==> src/rtl/simd_alu_pkg.sv <==
package simd_alu_pkg;

   typedef enum logic [3:0] {
      OP_ADD_WR  = 4'd0,
      OP_ADD_SS  = 4'd1,
      OP_ADD_US  = 4'd2,
      OP_SUB_WR  = 4'd3,
      OP_SUB_SS  = 4'd4,
      OP_SUB_US  = 4'd5,
      OP_CMP_EQ  = 4'd6,
      OP_CMP_GT  = 4'd7,
      OP_MUL_HI  = 4'd8,
      OP_MUL_LO  = 4'd9,
      OP_MUL_ACC = 4'd10,
      OP_AND     = 4'd11,
      OP_ANDN    = 4'd12,
      OP_OR      = 4'd13,
      OP_XOR     = 4'd14,
      OP_RSVD    = 4'd15
   } simd_op_e;

   typedef enum logic [1:0] {
      LANE_8    = 2'd0,
      LANE_16   = 2'd1,
      LANE_32   = 2'd2,
      LANE_RSVD = 2'd3
   } lane_sz_e;

   localparam int NUM_SIZES = 3;

   // Legality of an opcode / lane-size pair.
   function automatic logic pair_legal(simd_op_e op, lane_sz_e sz);
      logic ok;
      case (op)
         OP_ADD_WR, OP_SUB_WR,
         OP_CMP_EQ, OP_CMP_GT:   ok = (sz != LANE_RSVD);
         OP_ADD_SS, OP_ADD_US,
         OP_SUB_SS, OP_SUB_US:   ok = (sz == LANE_8) || (sz == LANE_16);
         OP_RSVD:                ok = 1'b0;
         default:                ok = 1'b1;
      endcase
      return ok;
   endfunction

endpackage

==> src/rtl/simd_lane_arith.sv <==
module simd_lane_arith
   import simd_alu_pkg::*;
#(
   parameter int DATA_W = 64,
   parameter int LANE_W = 8,
   parameter bit SAT_OK = 1'b1
) (
   input  logic [DATA_W-1:0] a,
   input  logic [DATA_W-1:0] b,
   input  simd_op_e          op,
   output logic [DATA_W-1:0] res
);
   localparam int NUM_LANES = DATA_W / LANE_W;
   localparam logic [LANE_W-1:0] ONES  = '1;
   localparam logic [LANE_W-1:0] S_MAX = {1'b0, {(LANE_W-1){1'b1}}};
   localparam logic [LANE_W-1:0] S_MIN = {1'b1, {(LANE_W-1){1'b0}}};

   if (DATA_W % LANE_W != 0) begin : g_bad_width
      $error("simd_lane_arith: DATA_W must be a multiple of LANE_W");
   end

   for (genvar l = 0; l < NUM_LANES; l++) begin : g_lane
      logic [LANE_W-1:0] x, y, sum_w, dif_w;
      logic [LANE_W-1:0] add_ss, sub_ss, add_us, sub_us;
      logic              eq_hit, gt_hit;

      assign x      = a[l*LANE_W +: LANE_W];
      assign y      = b[l*LANE_W +: LANE_W];
      assign sum_w  = x + y;
      assign dif_w  = x - y;
      assign eq_hit = (x == y);
      assign gt_hit = ($signed(x) > $signed(y));

      if (SAT_OK) begin : g_sat
         logic [LANE_W:0] sum_c, dif_c;
         logic            s_ovf, d_ovf;
         assign sum_c  = {1'b0, x} + {1'b0, y};
         assign dif_c  = {1'b0, x} - {1'b0, y};
         assign s_ovf  = (x[LANE_W-1] == y[LANE_W-1]) && (sum_w[LANE_W-1] != x[LANE_W-1]);
         assign d_ovf  = (x[LANE_W-1] != y[LANE_W-1]) && (dif_w[LANE_W-1] != x[LANE_W-1]);
         assign add_ss = s_ovf ? (x[LANE_W-1] ? S_MIN : S_MAX) : sum_w;
         assign sub_ss = d_ovf ? (x[LANE_W-1] ? S_MIN : S_MAX) : dif_w;
         assign add_us = sum_c[LANE_W] ? ONES : sum_c[LANE_W-1:0];
         assign sub_us = dif_c[LANE_W] ? '0   : dif_c[LANE_W-1:0];
      end else begin : g_nosat
         assign add_ss = '0;
         assign sub_ss = '0;
         assign add_us = '0;
         assign sub_us = '0;
      end

      always_comb begin
         case (op)
            OP_ADD_WR: res[l*LANE_W +: LANE_W] = sum_w;
            OP_SUB_WR: res[l*LANE_W +: LANE_W] = dif_w;
            OP_ADD_SS: res[l*LANE_W +: LANE_W] = add_ss;
            OP_SUB_SS: res[l*LANE_W +: LANE_W] = sub_ss;
            OP_ADD_US: res[l*LANE_W +: LANE_W] = add_us;
            OP_SUB_US: res[l*LANE_W +: LANE_W] = sub_us;
            OP_CMP_EQ: res[l*LANE_W +: LANE_W] = eq_hit ? ONES : '0;
            OP_CMP_GT: res[l*LANE_W +: LANE_W] = gt_hit ? ONES : '0;
            default:   res[l*LANE_W +: LANE_W] = '0;
         endcase
      end
   end

endmodule

==> src/rtl/simd_mul16.sv <==
module simd_mul16 #(
   parameter int DATA_W = 64
) (
   input  logic [DATA_W-1:0] a,
   input  logic [DATA_W-1:0] b,
   output logic [DATA_W-1:0] mul_hi,
   output logic [DATA_W-1:0] mul_lo,
   output logic [DATA_W-1:0] mul_acc
);
   localparam int HW       = 16;
   localparam int PW       = 2 * HW;
   localparam int NUM_MUL  = DATA_W / HW;
   localparam int NUM_PAIR = NUM_MUL / 2;

   if (DATA_W % PW != 0) begin : g_bad_width
      $error("simd_mul16: DATA_W must be a multiple of 32");
   end

   logic [PW-1:0] prod [NUM_MUL];

   for (genvar m = 0; m < NUM_MUL; m++) begin : g_mul
      assign prod[m] = PW'($signed(a[m*HW +: HW]) * $signed(b[m*HW +: HW]));
      assign mul_hi[m*HW +: HW] = prod[m][PW-1:HW];
      assign mul_lo[m*HW +: HW] = prod[m][HW-1:0];
   end

   for (genvar p = 0; p < NUM_PAIR; p++) begin : g_pair
      assign mul_acc[p*PW +: PW] = prod[2*p] + prod[2*p+1];
   end

endmodule

==> src/rtl/simd_alu.sv <==
module simd_alu
   import simd_alu_pkg::*;
#(
   parameter int DATA_W = 64
) (
   input  logic              clk,
   input  logic              rst_n,
   input  logic              in_valid,
   input  logic [DATA_W-1:0] op_a,
   input  logic [DATA_W-1:0] op_b,
   input  logic [3:0]        opcode,
   input  logic [1:0]        lane_sel,
   output logic              out_valid,
   output logic [DATA_W-1:0] result,
   output logic              illegal
);
   if (DATA_W % 32 != 0 || DATA_W < 32) begin : g_bad_width
      $error("simd_alu: DATA_W must be a positive multiple of 32");
   end

   simd_op_e          op;
   lane_sz_e          sz;
   logic              legal;
   logic [DATA_W-1:0] lane_res [NUM_SIZES];
   logic [DATA_W-1:0] mul_hi, mul_lo, mul_acc;
   logic [DATA_W-1:0] nxt;

   assign op    = simd_op_e'(opcode);
   assign sz    = lane_sz_e'(lane_sel);
   assign legal = pair_legal(op, sz);

   for (genvar s = 0; s < NUM_SIZES; s++) begin : g_size
      simd_lane_arith #(
         .DATA_W (DATA_W),
         .LANE_W (8 << s),
         .SAT_OK (s < 2)
      ) u_arith (
         .a   (op_a),
         .b   (op_b),
         .op  (op),
         .res (lane_res[s])
      );
   end

   simd_mul16 #(.DATA_W(DATA_W)) u_mul (
      .a       (op_a),
      .b       (op_b),
      .mul_hi  (mul_hi),
      .mul_lo  (mul_lo),
      .mul_acc (mul_acc)
   );

   always_comb begin
      nxt = '0;
      if (legal) begin
         case (op)
            OP_MUL_HI:  nxt = mul_hi;
            OP_MUL_LO:  nxt = mul_lo;
            OP_MUL_ACC: nxt = mul_acc;
            OP_AND:     nxt = op_a & op_b;
            OP_ANDN:    nxt = ~op_a & op_b;
            OP_OR:      nxt = op_a | op_b;
            OP_XOR:     nxt = op_a ^ op_b;
            default: begin
               case (sz)
                  LANE_8:  nxt = lane_res[0];
                  LANE_16: nxt = lane_res[1];
                  LANE_32: nxt = lane_res[2];
                  default: nxt = '0;
               endcase
            end
         endcase
      end
   end

   always_ff @(posedge clk) begin
      if (!rst_n) begin
         out_valid <= 1'b0;
         illegal   <= 1'b0;
         result    <= '0;
      end else begin
         out_valid <= in_valid;
         illegal   <= in_valid && !legal;
         if (in_valid) result <= nxt;
      end
   end

endmodule

==> config.mk <==
export PLATFORM = sky130hd
export DESIGN_NAME = simd_alu
export DESIGN_NICKNAME = d
export VERILOG_FILES = /design/src/rtl/simd_alu_pkg.sv /design/src/rtl/simd_lane_arith.sv /design/src/rtl/simd_mul16.sv /design/src/rtl/simd_alu.sv
export SDC_FILE = /design/constraint.sdc
export NUM_CORES = 2
export LEC_CHECK = 0
export BUFFER_PORTS_ARGS = -buffer_cell sky130_fd_sc_hd__clkbuf_2
export CORE_MARGIN = 2
export CORE_UTILIZATION = 60
export CTS_CLUSTER_DIAMETER = 30
export DETAILED_ROUTE_END_ITERATION = 10
export PLACE_DENSITY = 0.77
export SLEW_MARGIN = 20
export SYNTH_ARGS = -nofsm -noshare
export SYNTH_HDL_FRONTEND = slang
export SYNTH_SLANG_ARGS = --single-unit
export TNS_END_PERCENT = 5
==> constraint.sdc <==
create_clock -name clk -period 26.9 [get_ports clk]
set_clock_uncertainty 0.1 [all_clocks]
set_input_delay 2.69 -clock clk [delete_from_list [all_inputs] [get_ports clk]]
set_output_delay 2.69 -clock clk [all_outputs]
set_load 0.05 [all_outputs]
Word level (Yosys, flattened, before mapping). Cells that the tools add are included.

Register bits: 66. Latch bits: 0. Memory bits (writable): 0. Bits in read-only memories: 0. Input port bits: 137. Logic and storage cells: 289. Memories kept: 0.

$add $sub $neg: 54. Multipliers: 4. Divide/modulo/power cells: 0. $lt $le $gt $ge: 14. Eq/ne operators: 72. Shift operators: 0. Mux-type cells: 106. Bitwise logic cells: 5. Reductions and logical operators: 31.

Operators by type and width (number): 16-bit case mux with 8 select lines (4); 8-bit case mux with 8 select lines (8); 16-bit 2-to-1 mux (28); 8-bit 2-to-1 mux (56); 64-bit case mux with 7 select lines (1); 32-bit case mux with 4 select lines (2); 64-bit case mux with 3 select lines (1); 32-bit adder (4); 64-bit AND (2); 16-bit by 16-bit multiplier with 32-bit output (4); 32-bit 2-to-1 mux (4); 8-bit by 8-bit adder with 9-bit output (8); 8-bit by 8-bit subtractor with 9-bit output (8); 16-bit by 16-bit adder with 17-bit output (4); 16-bit by 16-bit subtractor with 17-bit output (4); 16-bit adder (4); 8-bit adder (8); 16-bit equality test (4); 32-bit equality test (2); 8-bit equality test (8); 16-bit greater-than comparator (4); 32-bit greater-than comparator (2); 8-bit greater-than comparator (8); 64-bit 2-to-1 mux (1); 22 further kinds (107).

Depth between registers and ports, before layout.
Word-level depth: 8. Mapped depth: 36. Gate-level depth less buffers: 34.

Hierarchy. From an unflattened synthesis, not the netlist that was laid out.

Cell total of the unflattened synthesis: 9624. Area total of the unflattened synthesis: 75391.1 µm².

Modules (own cells, without submodules): simd_mul16 (times used 1, cells an instance 4717, area each 42029.1 µm²); simd_alu (times used 1, cells an instance 1241, area each 8764.7 µm²); simd_lane_arith at g_size[0].u_arith (times used 1, cells an instance 1261, area each 8485.6 µm²); simd_lane_arith at g_size[1].u_arith (times used 1, cells an instance 1168, area each 8325.5 µm²); simd_lane_arith at g_size[2].u_arith (times used 1, cells an instance 1237, area each 7786.2 µm²).

Worst setup path after synthesis. Ideal clock, no wire load.

Path kind: input port to flip-flop. Start point: input op_a[8]. End point: register result[31]. Library setup time: 0.091 ns. Data arrival time: 10.785 ns. Path slack: 15.924 ns. Cell stages on the path: 35. Buffers on the path: 1. Path through: clkbuf_1 -> clkinv_1 -> nor2_1 -> fa_1 -> inv_1 -> fa_1 -> fa_1 -> inv_1 -> fa_1 -> fa_1 -> inv_1 -> fa_1 -> inv_1 -> ha_1 -> a21o_1 -> a21o_1 -> a21o_1 -> a21oi_1 -> o211ai_1 -> a2111oi_0 -> o21bai_1 -> a21o_1 -> a21oi_1 -> xnor2_1 -> ha_1 -> nor2_1 -> nand3_1 -> or2_2 -> o21ai_1 -> o2111ai_1 -> a211o_1 -> a21oi_1 -> xnor3_1 -> o221a_1 -> a311oi_1.

Cells in the longest elaborated chain, start to end: 6. Elaborated cells between the ends (all ways): 12. Those cells by class: add/sub: 3; mul: 1; order compare: 1; eq/ne: 1; mux: 6.

Ends and longest elaborated chain: start: declaration (line simd_alu.sv:9) `input logic [DATA_W-1:0] op_a,`; branches (longest 4 deep; another with 16-bit by 16-bit multiplier with 32-bit output); 64-bit case mux with 7 select lines (*) (line simd_alu.sv:56) `case (op)`; 64-bit 2-to-1 mux (*) (line simd_alu.sv:55) `if (legal) begin`; end signal: assignment (line simd_alu.sv:84) `if (in_valid) result <= nxt;`; end: declaration (line simd_alu.sv:14) `output logic [DATA_W-1:0] result,`.

Mark *: on every way between the ends. A chain may end at the register's enable or synchronous reset.

Final worst setup path.
Start point: input op_a[23]. End point: register result[31].

Cells in the longest elaborated chain, start to end: 8. Elaborated cells between the ends (all ways): 29. Those cells by class: add/sub: 7; mul: 1; order compare: 2; eq/ne: 4; mux: 13; reduce/logical: 2.

Ends and longest elaborated chain (line): branches (longest 6 deep; another with 16-bit by 16-bit multiplier with 32-bit output); 64-bit case mux with 7 select lines (*) (simd_alu.sv:56); 64-bit 2-to-1 mux (*) (simd_alu.sv:55).

Marked as above.

==> flow_metrics.env <==
export IMPL_drt_iter0_markers=8825
export IMPL_grt_usage_pct=48.9
export IMPL_die_x_um=328
export IMPL_clock_fmax_mhz=84.4
export IMPL_hold_buffers=0
export IMPL_crit_path_max_fanout=18
export IMPL_grt_ovfl_total=0
export IMPL_wl_per_cell_um=28.1
export IMPL_path_clk_slew_ps=80
export IMPL_grt_pass1_wl_um=396000
export IMPL_slew_viol_final=0
export IMPL_drc=0
export IMPL_whs_ps=369
export IMPL_finalSetupViolations=0
export IMPL_synthArstFlopShare_pct=0
export IMPL_synth_top_family_by_area="adder cells"
export IMPL_htree_num_levels=3
export IMPL_dp_cells=9441
export IMPL_syn_inst=8167
export IMPL_rsz0062_at_grt="false"
export IMPL_layout_drive_gt1_share_pct=5.19
export IMPL_worstSetupPathType="in -> reg"
export IMPL_post_cts_buffers=0
export IMPL_synth_edf_count=0
export IMPL_synth_distinct_cells=94
export IMPL_firstDrtPassIters=9
export IMPL_wl_um=266000
export IMPL_cpMostUsedCell="fa_1"
export IMPL_max_stage_delay_ps=560
export IMPL_ctsRootBufferMaster="clkbuf_16"
export IMPL_synth_fa_ha_area_share_pct=45.9
export IMPL_cts_sinks=66
export IMPL_antenna_found_initial=14
export IMPL_area_sequential_mm2=0.00132
export IMPL_worstPathArrival_ps=12040
export IMPL_grt_max_degree=56
export IMPL_fillers=9454
export IMPL_die_area_mm2=0.108
export IMPL_port_buffers=202
export IMPL_yosys_area_top_type="fa_1"
export IMPL_syn_nets=9974
export IMPL_clkLatencyLatePin_ps=400
export IMPL_end_kind="flop"
export IMPL_tns_ps=0
export IMPL_hold_viol=0
export IMPL_layout_nets=9868
export IMPL_coreArea_mm2=0.105
export IMPL_ctsLongestPathBuffers=2
export IMPL_ant_nets=0
export IMPL_num_rows=119
export IMPL_synth_area_mm2=0.0632
export IMPL_cts_buffers=9
export IMPL_worstMarginPinSlew_ps=1250
export IMPL_syn2layout_area_growth_pct=3.75
export IMPL_instances_no_fill=9464
export IMPL_synth_xor_area_share_pct=5.31
export IMPL_dpl_hpwl_um=209000
export IMPL_vias=63500
export IMPL_cp_required_ps=27100
export IMPL_yosys_area_top_type_share_pct=34.2
export IMPL_period_minus_slack_ps=11840
export IMPL_ys_seq_elements=66
export IMPL_synth_simple_area_share_pct=15.3
export IMPL_synth_compound_area_share_pct=20.1
export IMPL_drv_cap=0
export IMPL_start_util_pct=60.3
export IMPL_place_gp_congestion=1.07
export IMPL_avgSynthCellArea_um2=7.74
export IMPL_synthMuxAreaShare_pct=0.301
export IMPL_cts_tree="yes"
export IMPL_dieHeight_um=328
export IMPL_min_path_type="reg -> reg"
export IMPL_drt_vias_per_instance=6.71
export IMPL_crit_slowest_cell="fa_1"
export IMPL_io_pins=203
export IMPL_outcome="finished, final reports clean"
export IMPL_setup_worst_path_start_class="input port"
export IMPL_grt_pass1_vias=63900
export IMPL_ys_seq_area_share_pct=2.09
export IMPL_ys_flop_type="dfxtp_1"
export IMPL_slew_headroom_pct=15.3
export IMPL_ctsResizeCount=0
export IMPL_multi_input_area_mm2=0.0550
export IMPL_ys_warn_count=0
export IMPL_period_share_pct=44.0
export IMPL_synth_area_leaders="fa_1 (34%), ha_1 (12%), inv_1 (8.3%), nor2_1 (5.3%), nand2_1 (4.6%)"
[synthesized netlist by cell type, drive strengths merged, types with 38 or more instances]
master,number
a31oi,93
o211ai,51
xnor2,305
nand4,46
o221ai,41
a21oi,556
dfxtp,66
a21o,115
nor2b,65
a221oi,62
nor2,885
o22ai,53
nand2,777
inv,1424
nand2b,54
ha,592
o21ai,417
fa,1078
o21a,66
a211oi,51
nor3,91
nand3,126
o21bai,56
buf,56
xor2,72
clkinv,38
clkbuf,338
o31ai,56
[through the flow]
step | utilization [%] | cell area (um^2) | setup WS (ps)
finish | 62.5 | 65500 | 15060
global route | 62.5 | 65500 | 14390
CTS | 62.5 | 65500 | 15200
detailed placement | 62.2 | 65200 | 14800
global placement | 62.1 | 65100 | 14960
floorplan | - | 63200 | 15920
[routing by layer]
layer / up-vias / GRT usage, % / part of all wire [%] / routed length (um)
met3: 1334 / 14.4 / 14 / 36100
li1: 26600 / - / - / -
met4: 18 / 30.5 / 8.0 / 21300
met2: 4908 / 72.5 / 42 / 112000
met1: 30600 / 62.5 / 36 / 96400
met5: - / 1.11 / 0.10 / 278
[state kept, by name (all words and copies together), names as in the netlist]
name	flops
result	64
illegal	1
out_valid	1
[final cells by class]
type / instances / area share (%)
well taps: 1391 / 2.66
diodes: 7 / 0.0267
flip-flops and latches: 66 / 2.02
repair buffers: 277 / 2.40
clock buffers: 10 / 0.365
inverters: 1462 / 8.37
multi-input cells: 6245 / 84.0
clock inverters: 6 / 0.210
[cell families (layout without fill, tap and decap cells)]
kind of cell | Yosys count | after routing
buf+inv | 1856 | 1755
simple gates | 2237 | 2237
other cells | 0 | 7
compound gates | 1940 | 1940
xor+xnor | 379 | 379
mux | 19 | 19
flops | 66 | 66
fa+ha+maj | 1670 | 1670
[worst max-delay path, delay by kind of cell]
kind	cells	cell delay, ps
adder cells (fa/ha/maj)	8	3200
buffers and inverters	6	1270
XOR/XNOR	2	410
AND/OR/NAND/NOR	7	1510
AO/OA/AOI/OAI	12	2940
[worst paths after layout]
check | from | cells past startpoint | slack (ps) | endpoint
setup reg to reg | result[30]$_SDFFE_PN0P_ | 7 | 24270 | result[30]$_SDFFE_PN0P_
hold / removal | result[48]$_SDFFE_PN0P_ | 1 | 370 | result[48]$_SDFFE_PN0P_
hold reg to reg | result[48]$_SDFFE_PN0P_ | 1 | 370 | result[48]$_SDFFE_PN0P_
setup / recovery | op_a[23] | 35 | 15060 | result[31]$_SDFFE_PN0P_
[layout by cell type (no fill, tap or decap), types with 26 or more instances in the layout]
| cell | netlist | routed |
|---|---|---|
| o221ai_1 | 40 | 40 |
| a211oi_1 | 48 | 48 |
| nor2_1 | 885 | 877 |
| a31oi_1 | 93 | 92 |
| clkinv_1 | 38 | 38 |
| dfxtp_1 | 66 | 66 |
| a21o_1 | 115 | 115 |
| a221oi_1 | 61 | 61 |
| o21bai_1 | 56 | 56 |
| nor3_1 | 91 | 80 |
| a21oi_1 | 552 | 552 |
| buf_4 | 0 | 75 |
| fa_1 | 1078 | 1078 |
| o31ai_1 | 55 | 55 |
| inv_2 | 26 | 26 |
| o211ai_1 | 50 | 50 |
| o2111ai_1 | 29 | 29 |
| nand2_1 | 777 | 775 |
| nand2b_1 | 54 | 53 |
| clkbuf_2 | 0 | 202 |
| and3_1 | 35 | 35 |
| o22ai_1 | 53 | 52 |
| ha_1 | 592 | 592 |
| o21ai_0 | 406 | 406 |
| nor2b_1 | 65 | 65 |
| nor4_1 | 37 | 37 |
| xnor2_1 | 304 | 304 |
| nand3_1 | 126 | 124 |
| a22oi_1 | 34 | 34 |
| o21a_1 | 66 | 66 |
| xor2_1 | 72 | 72 |
| nand4_1 | 46 | 46 |
| a221o_1 | 28 | 28 |
| inv_1 | 1398 | 1398 |
Power is left out: the tool's default activity adds up to more than one toggle a clock period on the data nets, which glitch-free logic cannot reach.
